## src/rtl/gpio_port_pkg.sv

```systemverilog
// Package gpio_port_pkg
// Shared types for the GPIO port controller: the packed per-pin
// configuration field, the input-flavour codes and the reset presets.
// Assumes a field layout of direction/speed in bits [1:0] and
// flavour/driver in bits [3:2].
package gpio_port_pkg;

    typedef enum logic [1:0] {
        IN_ANALOG = 2'b00,
        IN_FLOAT  = 2'b01,
        IN_PULLED = 2'b10,
        IN_RSVD   = 2'b11
    } in_flavour_e;

    typedef struct packed {
        logic [1:0] cnf;
        logic [1:0] mode;
    } pin_cfg_t;

    localparam int CFG_W = 4;
    localparam int PINS_PER_CFG_WORD = 8;
    localparam int BUS_W = 32;

    localparam pin_cfg_t CFG_FLOAT_IN  = '{cnf: 2'b01, mode: 2'b00};
    localparam pin_cfg_t CFG_PULLED_IN = '{cnf: 2'b10, mode: 2'b00};

endpackage

```

## src/rtl/gpio_pin_ctrl.sv

```systemverilog
// Module gpio_pin_ctrl
// Purely combinational decode of one pin's configuration field into
// pad controls. Assumes the caller supplies the pin's output data bit
// and alternate-function value. Produces an analog flag for input masking.
module gpio_pin_ctrl
    import gpio_port_pkg::*;
(
    input  pin_cfg_t   cfg,
    input  logic       data_bit,
    input  logic       af_bit,
    output logic       oe,
    output logic       out,
    output logic       pu,
    output logic       pd,
    output logic [1:0] speed,
    output logic       analog
);

    logic is_output;
    logic src_val;
    logic open_drain;

    // Decode direction, source and driver type
    always_comb begin
        is_output  = (cfg.mode != 2'b00);
        src_val    = cfg.cnf[1] ? af_bit : data_bit;
        open_drain = cfg.cnf[0];
    end

    // Drive pad controls for the selected mode
    always_comb begin
        oe     = 1'b0;
        out    = 1'b0;
        pu     = 1'b0;
        pd     = 1'b0;
        speed  = 2'b00;
        analog = 1'b0;
        if (is_output) begin
            speed = cfg.mode;
            if (open_drain) begin
                oe  = ~src_val;
                out = 1'b0;
            end else begin
                oe  = 1'b1;
                out = src_val;
            end
        end else begin
            case (in_flavour_e'(cfg.cnf))
                IN_ANALOG: analog = 1'b1;
                IN_PULLED: begin
                    pu = data_bit;
                    pd = ~data_bit;
                end
                default: ;
            endcase
        end
    end

endmodule

```

## src/rtl/gpio_in_sample.sv

```systemverilog
// Module gpio_in_sample
// Captures pad levels into the input data register on every clock.
// Pins flagged analog are forced to 0. Assumes pad_in is already
// synchronous to clk, or that the pad model handles metastability.
module gpio_in_sample #(
    parameter int N_PINS = 16
) (
    input  logic              clk,
    input  logic              rst_n,
    input  logic [N_PINS-1:0] pad_in,
    input  logic [N_PINS-1:0] analog_mask,
    output logic [N_PINS-1:0] idr_q
);

    // Sample every cycle with the analog pins masked
    always_ff @(posedge clk) begin
        if (!rst_n) begin
            idr_q <= '0;
        end else begin
            idr_q <= pad_in & ~analog_mask;
        end
    end

endmodule

```

## src/rtl/gpio_regbank.sv

```systemverilog
// Module gpio_regbank
// Register file of the port: configuration words, output data and
// set/clear. Word map: configuration words first, then input data,
// output data and set/clear. Assumes N_PINS is a multiple of 8 and
// at most 16, so that set and clear fit in one 32-bit write.
module gpio_regbank
    import gpio_port_pkg::*;
#(
    parameter int                N_PINS     = 16,
    parameter int                ADDR_W     = 3,
    parameter logic [N_PINS-1:0] RST_PULLUP = '0,
    parameter logic [N_PINS-1:0] RST_PULLDN = '0
) (
    input  logic                    clk,
    input  logic                    rst_n,
    input  logic                    bus_sel,
    input  logic                    bus_wr,
    input  logic [ADDR_W-1:0]       bus_addr,
    input  logic [BUS_W-1:0]        bus_wdata,
    output logic [BUS_W-1:0]        bus_rdata,
    input  logic [N_PINS-1:0]       idr_q,
    output logic [N_PINS*CFG_W-1:0] cfg_flat,
    output logic [N_PINS-1:0]       odr_q
);

    localparam int N_CFG_WORDS = N_PINS / PINS_PER_CFG_WORD;
    localparam int ADR_IDR     = N_CFG_WORDS;
    localparam int ADR_ODR     = N_CFG_WORDS + 1;
    localparam int ADR_BSR     = N_CFG_WORDS + 2;

    // Compute the configuration reset image from the override masks
    function automatic logic [N_PINS*CFG_W-1:0] cfg_reset_image();
        logic [N_PINS*CFG_W-1:0] img;
        for (int p = 0; p < N_PINS; p++) begin
            if (RST_PULLUP[p] || RST_PULLDN[p]) begin
                img[p*CFG_W +: CFG_W] = CFG_PULLED_IN;
            end else begin
                img[p*CFG_W +: CFG_W] = CFG_FLOAT_IN;
            end
        end
        return img;
    endfunction

    localparam logic [N_PINS*CFG_W-1:0] CFG_RST = cfg_reset_image();

    logic                   wr_en;
    logic [N_PINS-1:0]      set_bits;
    logic [N_PINS-1:0]      clr_bits;

    // Split write strobes and the set/clear halves
    always_comb begin
        wr_en    = bus_sel && bus_wr;
        set_bits = bus_wdata[N_PINS-1:0];
        clr_bits = bus_wdata[2*N_PINS-1:N_PINS];
    end

    // Configuration words, one per group of eight pins
    for (genvar w = 0; w < N_CFG_WORDS; w++) begin : g_cfg_word
        always_ff @(posedge clk) begin
            if (!rst_n) begin
                cfg_flat[w*BUS_W +: BUS_W] <= CFG_RST[w*BUS_W +: BUS_W];
            end else if (wr_en && bus_addr == ADDR_W'(w)) begin
                cfg_flat[w*BUS_W +: BUS_W] <= bus_wdata;
            end
        end
    end

    // Output data register with direct write and atomic set/clear
    always_ff @(posedge clk) begin
        if (!rst_n) begin
            odr_q <= RST_PULLUP;
        end else if (wr_en && bus_addr == ADDR_W'(ADR_ODR)) begin
            odr_q <= bus_wdata[N_PINS-1:0];
        end else if (wr_en && bus_addr == ADDR_W'(ADR_BSR)) begin
            odr_q <= (odr_q & ~clr_bits) | set_bits;
        end
    end

    // Read multiplexer; set/clear and unmapped words read as zero
    always_comb begin
        bus_rdata = '0;
        if (bus_sel && !bus_wr) begin
            for (int w = 0; w < N_CFG_WORDS; w++) begin
                if (bus_addr == ADDR_W'(w)) begin
                    bus_rdata = cfg_flat[w*BUS_W +: BUS_W];
                end
            end
            if (bus_addr == ADDR_W'(ADR_IDR)) begin
                bus_rdata[N_PINS-1:0] = idr_q;
            end
            if (bus_addr == ADDR_W'(ADR_ODR)) begin
                bus_rdata[N_PINS-1:0] = odr_q;
            end
        end
    end

endmodule

```

## src/rtl/gpio_port_ctrl.sv

```systemverilog
// Module gpio_port_ctrl
// Top of the GPIO port controller: register bank, one decoder per pin
// and the input sampler. Assumes a single synchronous bus with
// single-cycle accesses and combinational read data.
module gpio_port_ctrl
    import gpio_port_pkg::*;
#(
    parameter int              N_PINS     = 16,
    parameter int              ADDR_W     = 3,
    parameter logic [15:0]     RST_PULLUP = 16'h0000,
    parameter logic [15:0]     RST_PULLDN = 16'h0000
) (
    input  logic                clk,
    input  logic                rst_n,
    input  logic                bus_sel,
    input  logic                bus_wr,
    input  logic [ADDR_W-1:0]   bus_addr,
    input  logic [31:0]         bus_wdata,
    output logic [31:0]         bus_rdata,
    input  logic [N_PINS-1:0]   pad_in,
    input  logic [N_PINS-1:0]   af_in,
    output logic [N_PINS-1:0]   pad_oe,
    output logic [N_PINS-1:0]   pad_out,
    output logic [N_PINS-1:0]   pad_pu,
    output logic [N_PINS-1:0]   pad_pd,
    output logic [2*N_PINS-1:0] pad_speed
);

    logic [N_PINS*CFG_W-1:0] cfg_flat;
    logic [N_PINS-1:0]       odr_q;
    logic [N_PINS-1:0]       idr_q;
    logic [N_PINS-1:0]       analog_mask;

    gpio_regbank #(
        .N_PINS     (N_PINS),
        .ADDR_W     (ADDR_W),
        .RST_PULLUP (RST_PULLUP[N_PINS-1:0]),
        .RST_PULLDN (RST_PULLDN[N_PINS-1:0])
    ) u_regbank (
        .clk       (clk),
        .rst_n     (rst_n),
        .bus_sel   (bus_sel),
        .bus_wr    (bus_wr),
        .bus_addr  (bus_addr),
        .bus_wdata (bus_wdata),
        .bus_rdata (bus_rdata),
        .idr_q     (idr_q),
        .cfg_flat  (cfg_flat),
        .odr_q     (odr_q)
    );

    for (genvar p = 0; p < N_PINS; p++) begin : g_pin
        gpio_pin_ctrl u_pin (
            .cfg      (pin_cfg_t'(cfg_flat[p*CFG_W +: CFG_W])),
            .data_bit (odr_q[p]),
            .af_bit   (af_in[p]),
            .oe       (pad_oe[p]),
            .out      (pad_out[p]),
            .pu       (pad_pu[p]),
            .pd       (pad_pd[p]),
            .speed    (pad_speed[2*p +: 2]),
            .analog   (analog_mask[p])
        );
    end

    gpio_in_sample #(
        .N_PINS (N_PINS)
    ) u_in_sample (
        .clk         (clk),
        .rst_n       (rst_n),
        .pad_in      (pad_in),
        .analog_mask (analog_mask),
        .idr_q       (idr_q)
    );

endmodule

```

## config.mk

```make
export PLATFORM = sky130hd
export DESIGN_NAME = gpio_port_ctrl
export DESIGN_NICKNAME = d
export VERILOG_FILES = /design/src/rtl/gpio_port_pkg.sv /design/src/rtl/gpio_pin_ctrl.sv /design/src/rtl/gpio_in_sample.sv /design/src/rtl/gpio_regbank.sv /design/src/rtl/gpio_port_ctrl.sv
export SDC_FILE = /design/constraint.sdc
export NUM_CORES = 1
export LEC_CHECK = 0
export BUFFER_PORTS_ARGS = -buffer_cell sky130_fd_sc_hd__buf_2
export CORE_MARGIN = 1
export CORE_UTILIZATION = 30
export CTS_CLUSTER_DIAMETER = 150
export CTS_CLUSTER_SIZE = 24
export DETAILED_ROUTE_END_ITERATION = 10
export GPL_ROUTABILITY_DRIVEN = 1
export PLACE_DENSITY_LB_ADDON = 0.25
export SETUP_SLACK_MARGIN = 0.3
export SKIP_LAST_GASP = 1
export SLEW_MARGIN = 20
export SYNTH_ARGS = -nofsm -noshare
export SYNTH_HDL_FRONTEND = slang
export SYNTH_SLANG_ARGS = --single-unit
```

## constraint.sdc

```tcl
create_clock -name clk -period 1.7 [get_ports clk]
set_input_delay 0.34 -clock clk [delete_from_list [all_inputs] [get_ports clk]]
set_output_delay 0.34 -clock clk [all_outputs]
set_load 0.005 [all_outputs]
```

Word-level counts from Yosys, hierarchy flattened
Cells that the tools add are included.

word-level totals
  register bits = 96

operators by class
  muxes and demuxes = 199
  reduce and logical (&&, ||, !) cells = 41
  eq/ne operators = 20
  bitwise logic cells = 37

operator list
  kind                count
  $mux 1              176
  $mux 32             3
  $mux 16             4
  $reduce_bool 2->1   17
  $and 16x16->16      2
  $eq 2x2->1 const B  16
  $logic_not 2->1     16
  $mux 2              16
  $not 1->1           32
  $not 16->16         2
  $or 16x16->16       1
  $eq 3x2->1 const B  2
  $logic_and 1x1->1   6
  $eq 3x1->1 const B  1
  $eq 3x3->1 const B  1
  $logic_not 3->1     1
  $logic_not 1->1     1

Depth between registers and ports, before layout
Gate-level depths: netlist of run 1.

  depth after elaboration = 6
  depth in mapped cells = 6
  mapped depth without buffers = 3

Hierarchy
A second synthesis of run 1 with hierarchy kept.

unflattened totals
  cell total of the unflattened synthesis = 675
  area total of the unflattened synthesis = 5,486.5 um^2

modules (own cells, without submodules)
  module          instances  area an instance (um^2)  seq. area each (um^2)  cells each
  gpio_regbank    1          3,946.3                  1,601.5                482
  gpio_pin_ctrl   16         66.3                     0.0                    10
  gpio_in_sample  1          479.2                    320.3                  33

Worst setup path before layout of run 1
No wires, ideal clock.

  path type = input to output
  start point = in bus_addr[2]
  end point = out bus_rdata[21]
  buffers on the path = 2
  data arrival time = 1,257 ps
  stages = 4
  setup slack = 103 ps
  cells stage by stage = or4b_1 -> clkbuf_2 -> buf_6 -> nor2_1

between the ends
  longest elaborated chain between the ends = 4
  elaborated cells between the ends (all ways) = 5
  classes of those cells = eq/ne (1); mux (3); reduce/logical (1)

RTL lines
  what             line                  source
  start, declared  gpio_port_ctrl.sv:17  input logic [ADDR_W-1:0] bus_addr,
  $logic_not 3->1  gpio_regbank.sv:84    if (bus_addr == ADDR_W'(w)) begin
  $mux 32          gpio_regbank.sv:84
  $mux 32 (*)      gpio_regbank.sv:84
  $mux 32 (*)      gpio_regbank.sv:82    if (bus_sel && !bus_wr) begin
  end, declared    gpio_port_ctrl.sv:19  output logic [31:0] bus_rdata,

Every way passes the cells marked *; elsewhere a longest branch is shown, timed or not.

Final worst setup path of run 1
  start point = in bus_addr[1]
  end point = out bus_rdata[19]

Same word-level chain as after synthesis.

==> impl_metrics.env, run 1 <==
export IMPL_routed_wl_um=23810
export IMPL_drt_iter0_drc=429
export IMPL_fmax_mhz=553.8
export IMPL_grt_max_degree=49
export IMPL_max_stage_delay_ns=0.60
export IMPL_cts_made_buffers=9
export IMPL_cpMostUsedCell="buf_12"
export IMPL_synthesis_nets=886
export IMPL_antenna_left=0
export IMPL_violations="negative setup slack"
export IMPL_fin_crit_ns=1.806
export IMPL_finClkSkew_ns=0.007108
export IMPL_dr_pass1_iters=5
export IMPL_vias=6566
export IMPL_rsz0062_at_grt="true"
export IMPL_ys_ff_latch=96
export IMPL_track_usage_pct=22.11
export IMPL_core_mm2=0.01972
export IMPL_setup_tns_ns=-2.080
export IMPL_worstSetupEndpointType="output pin"
export IMPL_syn_area_mm2=0.006125
export IMPL_powerDensity_mw_per_mm2=589.0
export IMPL_initial_core_util_pct=31.06
export IMPL_cts_sinks=96
export IMPL_cts_hold_fix_buffers=0
export IMPL_via_per_inst=5.174
export IMPL_grt_pass1_wl_um=34240
export IMPL_cts_tree="done"
export IMPL_drcViolationCount=0
export IMPL_antenna_found_initial=2
export IMPL_slew_viol_final=0
export IMPL_synth_compound_area_share_pct=20.43
export IMPL_io_pins=199
export IMPL_synthXorXnorAreaFrac_pct=0
export IMPL_total_power_mw=5.441
export IMPL_critPathArrivalTime_ns=1.47
export IMPL_setup_violations=31
export IMPL_cts_root_buf="clkbuf_16"
export IMPL_layout_nets=1070
export IMPL_use_met1_pct=30.48
export IMPL_place_area_mm2=0.007234
export IMPL_worst_path_max_fanout=8
export IMPL_yosys_cell_types_count=37
export IMPL_top_usage_layer="met2"
export IMPL_critPathRequiredTime_ns=1.36
export IMPL_globalplace_congestion=0.7986
export IMPL_hpwl_um=16450
export IMPL_hold_path_class="in -> reg"
export IMPL_synthMuxAreaShare_pct=5.924
export IMPL_num_antenna_cells=0
export IMPL_clk_pin_slew_ns=0.07
export IMPL_outcome="finished with violations"
export IMPL_dieArea_mm2=0.02099
export IMPL_wl_per_cell_um=18.76
export IMPL_final_layout_size_suffix_gt1_share_pct=57.47
export IMPL_fill_cells=1916
export IMPL_fp_row_count=51
export IMPL_clk_path_buf_depth=2
export IMPL_most_common_layout_cells="buf_2 (189), buf_4 (96), nand3_1 (80), a21oi_1 (65), o21ai_0 (64)"
export IMPL_cp_cell_sequence="buf_12 > or4b_4 > buf_12 > nor2_4 > buf_2"
export IMPL_setup_slack_ns=-0.1056
export IMPL_fp_dieH_um=144.9
export IMPL_hold_viol=0
export IMPL_path_class="in -> out"
export IMPL_grtUsageMet2_pct=34.59
export IMPL_postLayoutCellArea_mm2=0.009238
export IMPL_postSynthAreaPerCell_um2=7.515
export IMPL_ys_seq_area_share_pct=31.38
export IMPL_synth_top_family_by_area="simple AND/OR/NAND/NOR gates"
export IMPL_grt_met3_usage_pct=4.344
export IMPL_power_leakage_nw=3.763
export IMPL_syn2layout_area_growth_pct=50.83
export IMPL_fin_crit_sh_pct=106.2
export IMPL_grt_pass1_vias=5788
export IMPL_synth_simple_area_share_pct=25.41
export IMPL_synth_fa_ha_area_share_pct=0
export IMPL_reg2reg_slack_ns=0.66
export IMPL_peakVddDrop_uv=424.1
export IMPL_worst_slew_pin_slew_ns=0.4211
export IMPL_slew_limit_headroom_pct=71.93
export IMPL_mostFrequentLayoutCell="buf_2"
export IMPL_grt_overflow=0
export IMPL_synth_cells=815
export IMPL_cp_slowest_cell="or4b_4"
export IMPL_die_w_um=144.9
export IMPL_maxCapViolCount=0
export IMPL_insertion_delay_ns=0.36
export IMPL_h_tree_depth=3
export IMPL_start_kind="input pin"
export IMPL_yosys_warnings=0
export IMPL_port_buffers=198
-- flip-flops by register name, indices dropped and copies added (netlist names) --
signal	cells
u_in_sample.idr_q	16
u_regbank.odr_q	16
u_regbank.cfg_flat	64
-- cell families (layout without fill, tap and decap cells) --
kind of cell           after synthesis  count (layout)
AND/OR/NAND/NOR                    296             296
AO/OA/AOI/OAI                      207             207
buffers and inverters              180             369
flip-flops                          96              96
multiplexers                        36              36
-- synth_stat cells --
master,n,area [µm²]
a21oi_1,78,390.4
or3b_1,1,8.760
buf_1,4,15.01
o21ai_0,80,400.4
inv_1,18,67.56
mux2i_1,34,340.3
or3b_2,14,122.6
o21a_4,1,15.01
buf_6,8,90.09
and3b_1,1,8.760
o211ai_2,10,125.1
and2_1,1,6.260
nand4b_1,16,140.1
and3_1,16,100.1
clkinv_1,1,3.750
dfxtp_1,96,1922
nor2_1,64,240.2
nand2_1,48,180.2
nand3_1,80,400.4
o211ai_1,6,45.04
nand4bb_1,1,11.26
clkbuf_2,6,30.03
buf_4,67,503.0
clkbuf_1,58,217.7
nor3_1,32,160.2
nor2b_1,16,100.1
o2111ai_1,16,140.1
nand3b_2,1,11.26
and4bb_2,1,12.51
o221ai_1,14,122.6
mux2_2,2,22.52
buf_2,17,85.08
or4b_1,1,10.01
buf_12,1,20.02
or2_2,1,6.260
nor3b_4,2,37.54
a31oi_1,2,12.51
-- layout make-up --
cell class,instances,area (µm²),share of cell area (%)
clock buffers,10,229.0,2.479
flip-flops and latches,96,2116,22.90
repair buffers,334,2355,25.49
clock inverters,6,67.56,0.7314
multi-input cells,539,4068,44.03
inverters,19,71.32,0.7720
well taps,265,331.6,3.589
-- report_power, final --
group / internal (mW) / total (mW) / leakage (nW) / switching (mW)
clock: 1.15 / 2.10 / 0.139 / 0.945
combinational: 0.463 / 0.998 / 2.81 / 0.535
sequential: 2.26 / 2.35 / 0.818 / 0.0829
-- worst paths after layout --
path                                                           from                               to  depth (start not counted)
worst max-delay path                                    bus_addr[1]                    bus_rdata[19]                          5
worst min-delay path                                      pad_in[8]  u_in_sample.idr_q[8]$_SDFF_PN0_                          3
worst max register to register  u_regbank.cfg_flat[32]$_SDFFE_PN0P_  u_in_sample.idr_q[8]$_SDFF_PN0_                          5
worst min register to register  u_regbank.cfg_flat[35]$_SDFFE_PN0P_  u_in_sample.idr_q[8]$_SDFF_PN0_                          2
-- what timing repair did --
action	in CTS	in global routing
cloned	3	0
pin swaps	67	29
resized for setup	218	103
setup endpoints to repair	96	104
buffers inserted	42	25
-- metal layers --
layer | part of all wire (%) | vias to the layer above
li1 | - | 3176
met4 | 1.4 | 2
met3 | 6.3 | 22
met5 | 0.042 | -
met2 | 47 | 241
met1 | 45 | 3125
-- metrics by stage --
step	worst slack [ns]	cells	utilization [%]	hold slack, ns
CTS	-0.09457	1244	43.37	0.1949
global placement	-0.1897	1183	36.69	0.5117
detailed placement	-0.1895	1183	36.69	0.5213
finish	-0.1056	1269	46.85	0.2008
floorplan	0.1028	815	-	0.4561
global route	-0.1333	1269	46.85	0.1999
-- worst max-delay path: cells and delay by family --
family	cells	cell delay, ns
buf+inv	3	0.40
simple gates	2	0.69
Power figures use the tool's default switching activity.
==> run 2: changes to the inputs <==
--- a/config.mk
+++ b/config.mk
@@ -18,4 +18,5 @@
 export SLEW_MARGIN = 20
 export SYNTH_ARGS = -nofsm -noshare
 export SYNTH_HDL_FRONTEND = slang
+export SYNTH_HIERARCHICAL = 1
 export SYNTH_SLANG_ARGS = --single-unit
==> constraint.sdc (replaced) <==
create_clock -name clk -period 2.27 [get_ports clk]
set_input_delay 0.454 -clock clk [delete_from_list [all_inputs] [get_ports clk]]
set_output_delay 0.454 -clock clk [all_outputs]
set_load 0.005 [all_outputs]
==> impl_metrics.env, run 2 <==
export IMPL_place_area_mm2=0.006598
export IMPL_insertion_delay_ns=0.35
export IMPL_die_w_um=137.2
export IMPL_fp_row_count=49
export IMPL_postSynthAreaPerCell_um2=8.128
export IMPL_worst_path_max_fanout=8
export IMPL_synthXorXnorAreaFrac_pct=0
export IMPL_ys_seq_area_share_pct=35.03
export IMPL_synthesis_nets=746
export IMPL_io_pins=199
export IMPL_slew_viol_final=0
export IMPL_async_flop_share_pct=0
export IMPL_hold_viol=0
export IMPL_setup_slack_ns=0.2644
export IMPL_outcome="finished clean"
export IMPL_slew_limit_headroom_pct=48.01
export IMPL_switching_power_mw=1.009
export IMPL_wl_per_cell_um=20.54
export IMPL_dr_pass1_iters=5
export IMPL_cts_made_buffers=9
export IMPL_core_mm2=0.01796
export IMPL_dieArea_mm2=0.01883
export IMPL_syn_area_mm2=0.005487
export IMPL_cts_sinks=96
export IMPL_initial_core_util_pct=30.54
export IMPL_start_kind="input pin"
export IMPL_sequentialPowerShare_pct=46.8
export IMPL_track_usage_pct=22.68
export IMPL_yosys_cell_types_count=39
export IMPL_layout_nets=902
export IMPL_grt_pass1_vias=5317
export IMPL_instances_no_fill=1065
export IMPL_drt_iter0_drc=432
export IMPL_pre_cts_slack_ns=0.1410
export IMPL_p_sw_share_pct=26.64
export IMPL_hpwl_um=15220
export IMPL_synth_fa_ha_area_share_pct=0
export IMPL_antenna_found_initial=0
export IMPL_finClkSkew_ns=0.006247
export IMPL_fin_crit_sh_pct=88.35
export IMPL_synth_edff_count=0
export IMPL_drcViolationCount=0
export IMPL_fp_dieH_um=137.2
export IMPL_power_leakage_nw=3.145
export IMPL_most_common_layout_cells="buf_2 (194), nand3_1 (97), dfxtp_1 (89), o21ai_0 (64), nor2_1 (61)"
export IMPL_antenna_left=0
export IMPL_worstSetupEndpointType="output pin"
export IMPL_path_class="in -> out"
export IMPL_p_int_mw=2.779
export IMPL_p_clk_share_pct=39.9
export IMPL_synth_area_top_cells="dfxtp_1 (35%), nand3_1 (8.8%), a21boi_0 (5.9%)"
export IMPL_hold_path_class="in -> reg"
export IMPL_final_layout_size_suffix_gt1_share_pct=35.17
export IMPL_vias=5951
export IMPL_yosys_warnings=6
export IMPL_synth_most_common_cell="nand3_1"
export IMPL_setup_tns_ns=0
export IMPL_grt_max_degree=46
export IMPL_largest_register_ffs=64
export IMPL_synth_simple_area_share_pct=31.13
export IMPL_clk_pin_slew_ns=0.07
export IMPL_critPathArrivalTime_ns=1.55
export IMPL_synth_cells=675
export IMPL_synth_top_family_by_area="simple AND/OR/NAND/NOR gates"
export IMPL_synth_compound_area_share_pct=22.55
export IMPL_num_antenna_cells=0
export IMPL_fin_util_pct=40.66
export IMPL_via_per_inst=5.588
export IMPL_mostFrequentLayoutCell="buf_2"
export IMPL_dp_cells=1038
export IMPL_critPathRequiredTime_ns=1.82
export IMPL_largest_register="u_regbank/cfg_flat"
export IMPL_maxCapViolCount=0
export IMPL_cts_tree="done"
export IMPL_synthFlopType="dfxtp_1"
export IMPL_h_tree_depth=3
export IMPL_fmax_mhz=498.6
export IMPL_fin_crit_ns=2.006
export IMPL_postLayoutCellArea_mm2=0.007303
export IMPL_comb_power_share_pct=13.3
export IMPL_synthTopCellsByCount="nand3_1 (97), dfxtp_1 (96), clkbuf_1 (66)"
export IMPL_peakVddDrop_uv=349.1
export IMPL_port_buffers=198
export IMPL_rsz0062_at_grt="true"
export IMPL_synthDominantCellAreaShare_pct=35.03
export IMPL_yosysTopAreaCell="dfxtp_1"
export IMPL_powerDensity_mw_per_mm2=518.8
export IMPL_clk_path_buf_depth=2
export IMPL_setup_violations=0
export IMPL_worst_slew_pin_slew_ns=0.7728
export IMPL_total_power_mw=3.789
export IMPL_grt_pass1_wl_um=31690
export IMPL_synthMuxAreaShare_pct=3.330
export IMPL_syn2layout_area_growth_pct=33.11
export IMPL_routed_wl_um=21880
export IMPL_ys_ff_latch=96
export IMPL_cts_root_buf="clkbuf_16"
export IMPL_globalplace_congestion=0.8035
export IMPL_grt_overflow=0
export IMPL_cts_hold_fix_buffers=0
export IMPL_largestRegisters="u_regbank/cfg_flat: 64 flops, u_in_sample/idr_q: 16 flops, u_regbank/odr_q: 16 flops"
export IMPL_whs_ns=0.3460
-- run 2: final timing paths --
path	startpoint	end	slack (ns)	depth (start not counted)
max reg2reg	u_regbank/cfg_flat[25]$_SDFFE_PN0P_	u_in_sample/idr_q[6]$_SDFF_PN0_	0.83	2
min	pad_in[10]	u_in_sample/idr_q[10]$_SDFF_PN0_	0.35	2
max	bus_wr	bus_rdata[10]	0.26	6
min reg2reg	u_regbank/cfg_flat[4]$_SDFFE_PN0P_	u_regbank/cfg_flat[4]$_SDFFE_PN0P_	0.53	2
-- run 2: worst max-delay path: stages --
cell and delay (ns):
buf_6 0.10, nand2b_4 0.13, or2_4 0.30, buf_16 0.17
nor4_2 0.25, buf_2 0.15
-- run 2: cells by family after synthesis --
logic type | count (synthesis)
simple gates | 282
compound gates | 177
buf+inv | 103
flops | 96
mux | 17
-- run 2: what timing repair did --
action | in CTS | in global routing
cloned | 1 | 2
pin swaps | 16 | 1
gates resized for setup | 42 | 14
setup endpoints to repair | 32 | 32
setup buffers | 4 | 4
-- run 2: routing by layer --
metal  share of wire, %  track usage, %  up-vias
li1                   -               -     2802
met1                 46           31.85     2879
met2                 46           35.07      246
met3                6.5           3.422       24
met4                2.0           7.937        0
met5                  0               0        -
-- run 2: area by class of cell --
type	instances	area (µm²)
clock buffer	10	229.0
clock inverter	6	60.06
fill	1885	10660
inverter	16	60.06
multi-input combinational	476	3348
tap	229	286.5
sequential	96	1936
timing repair buffer	232	1384
-- run 2: power groups by stage --
stage	registers (mW)	logic (mW)	clock network (mW)
after global routing	1.78	0.545	1.62
final	1.77	0.505	1.51
after floorplan	1.79	0.244	0
after CTS	1.77	0.486	1.54
after detailed placement	1.81	0.435	0
after global placement	1.81	0.433	0
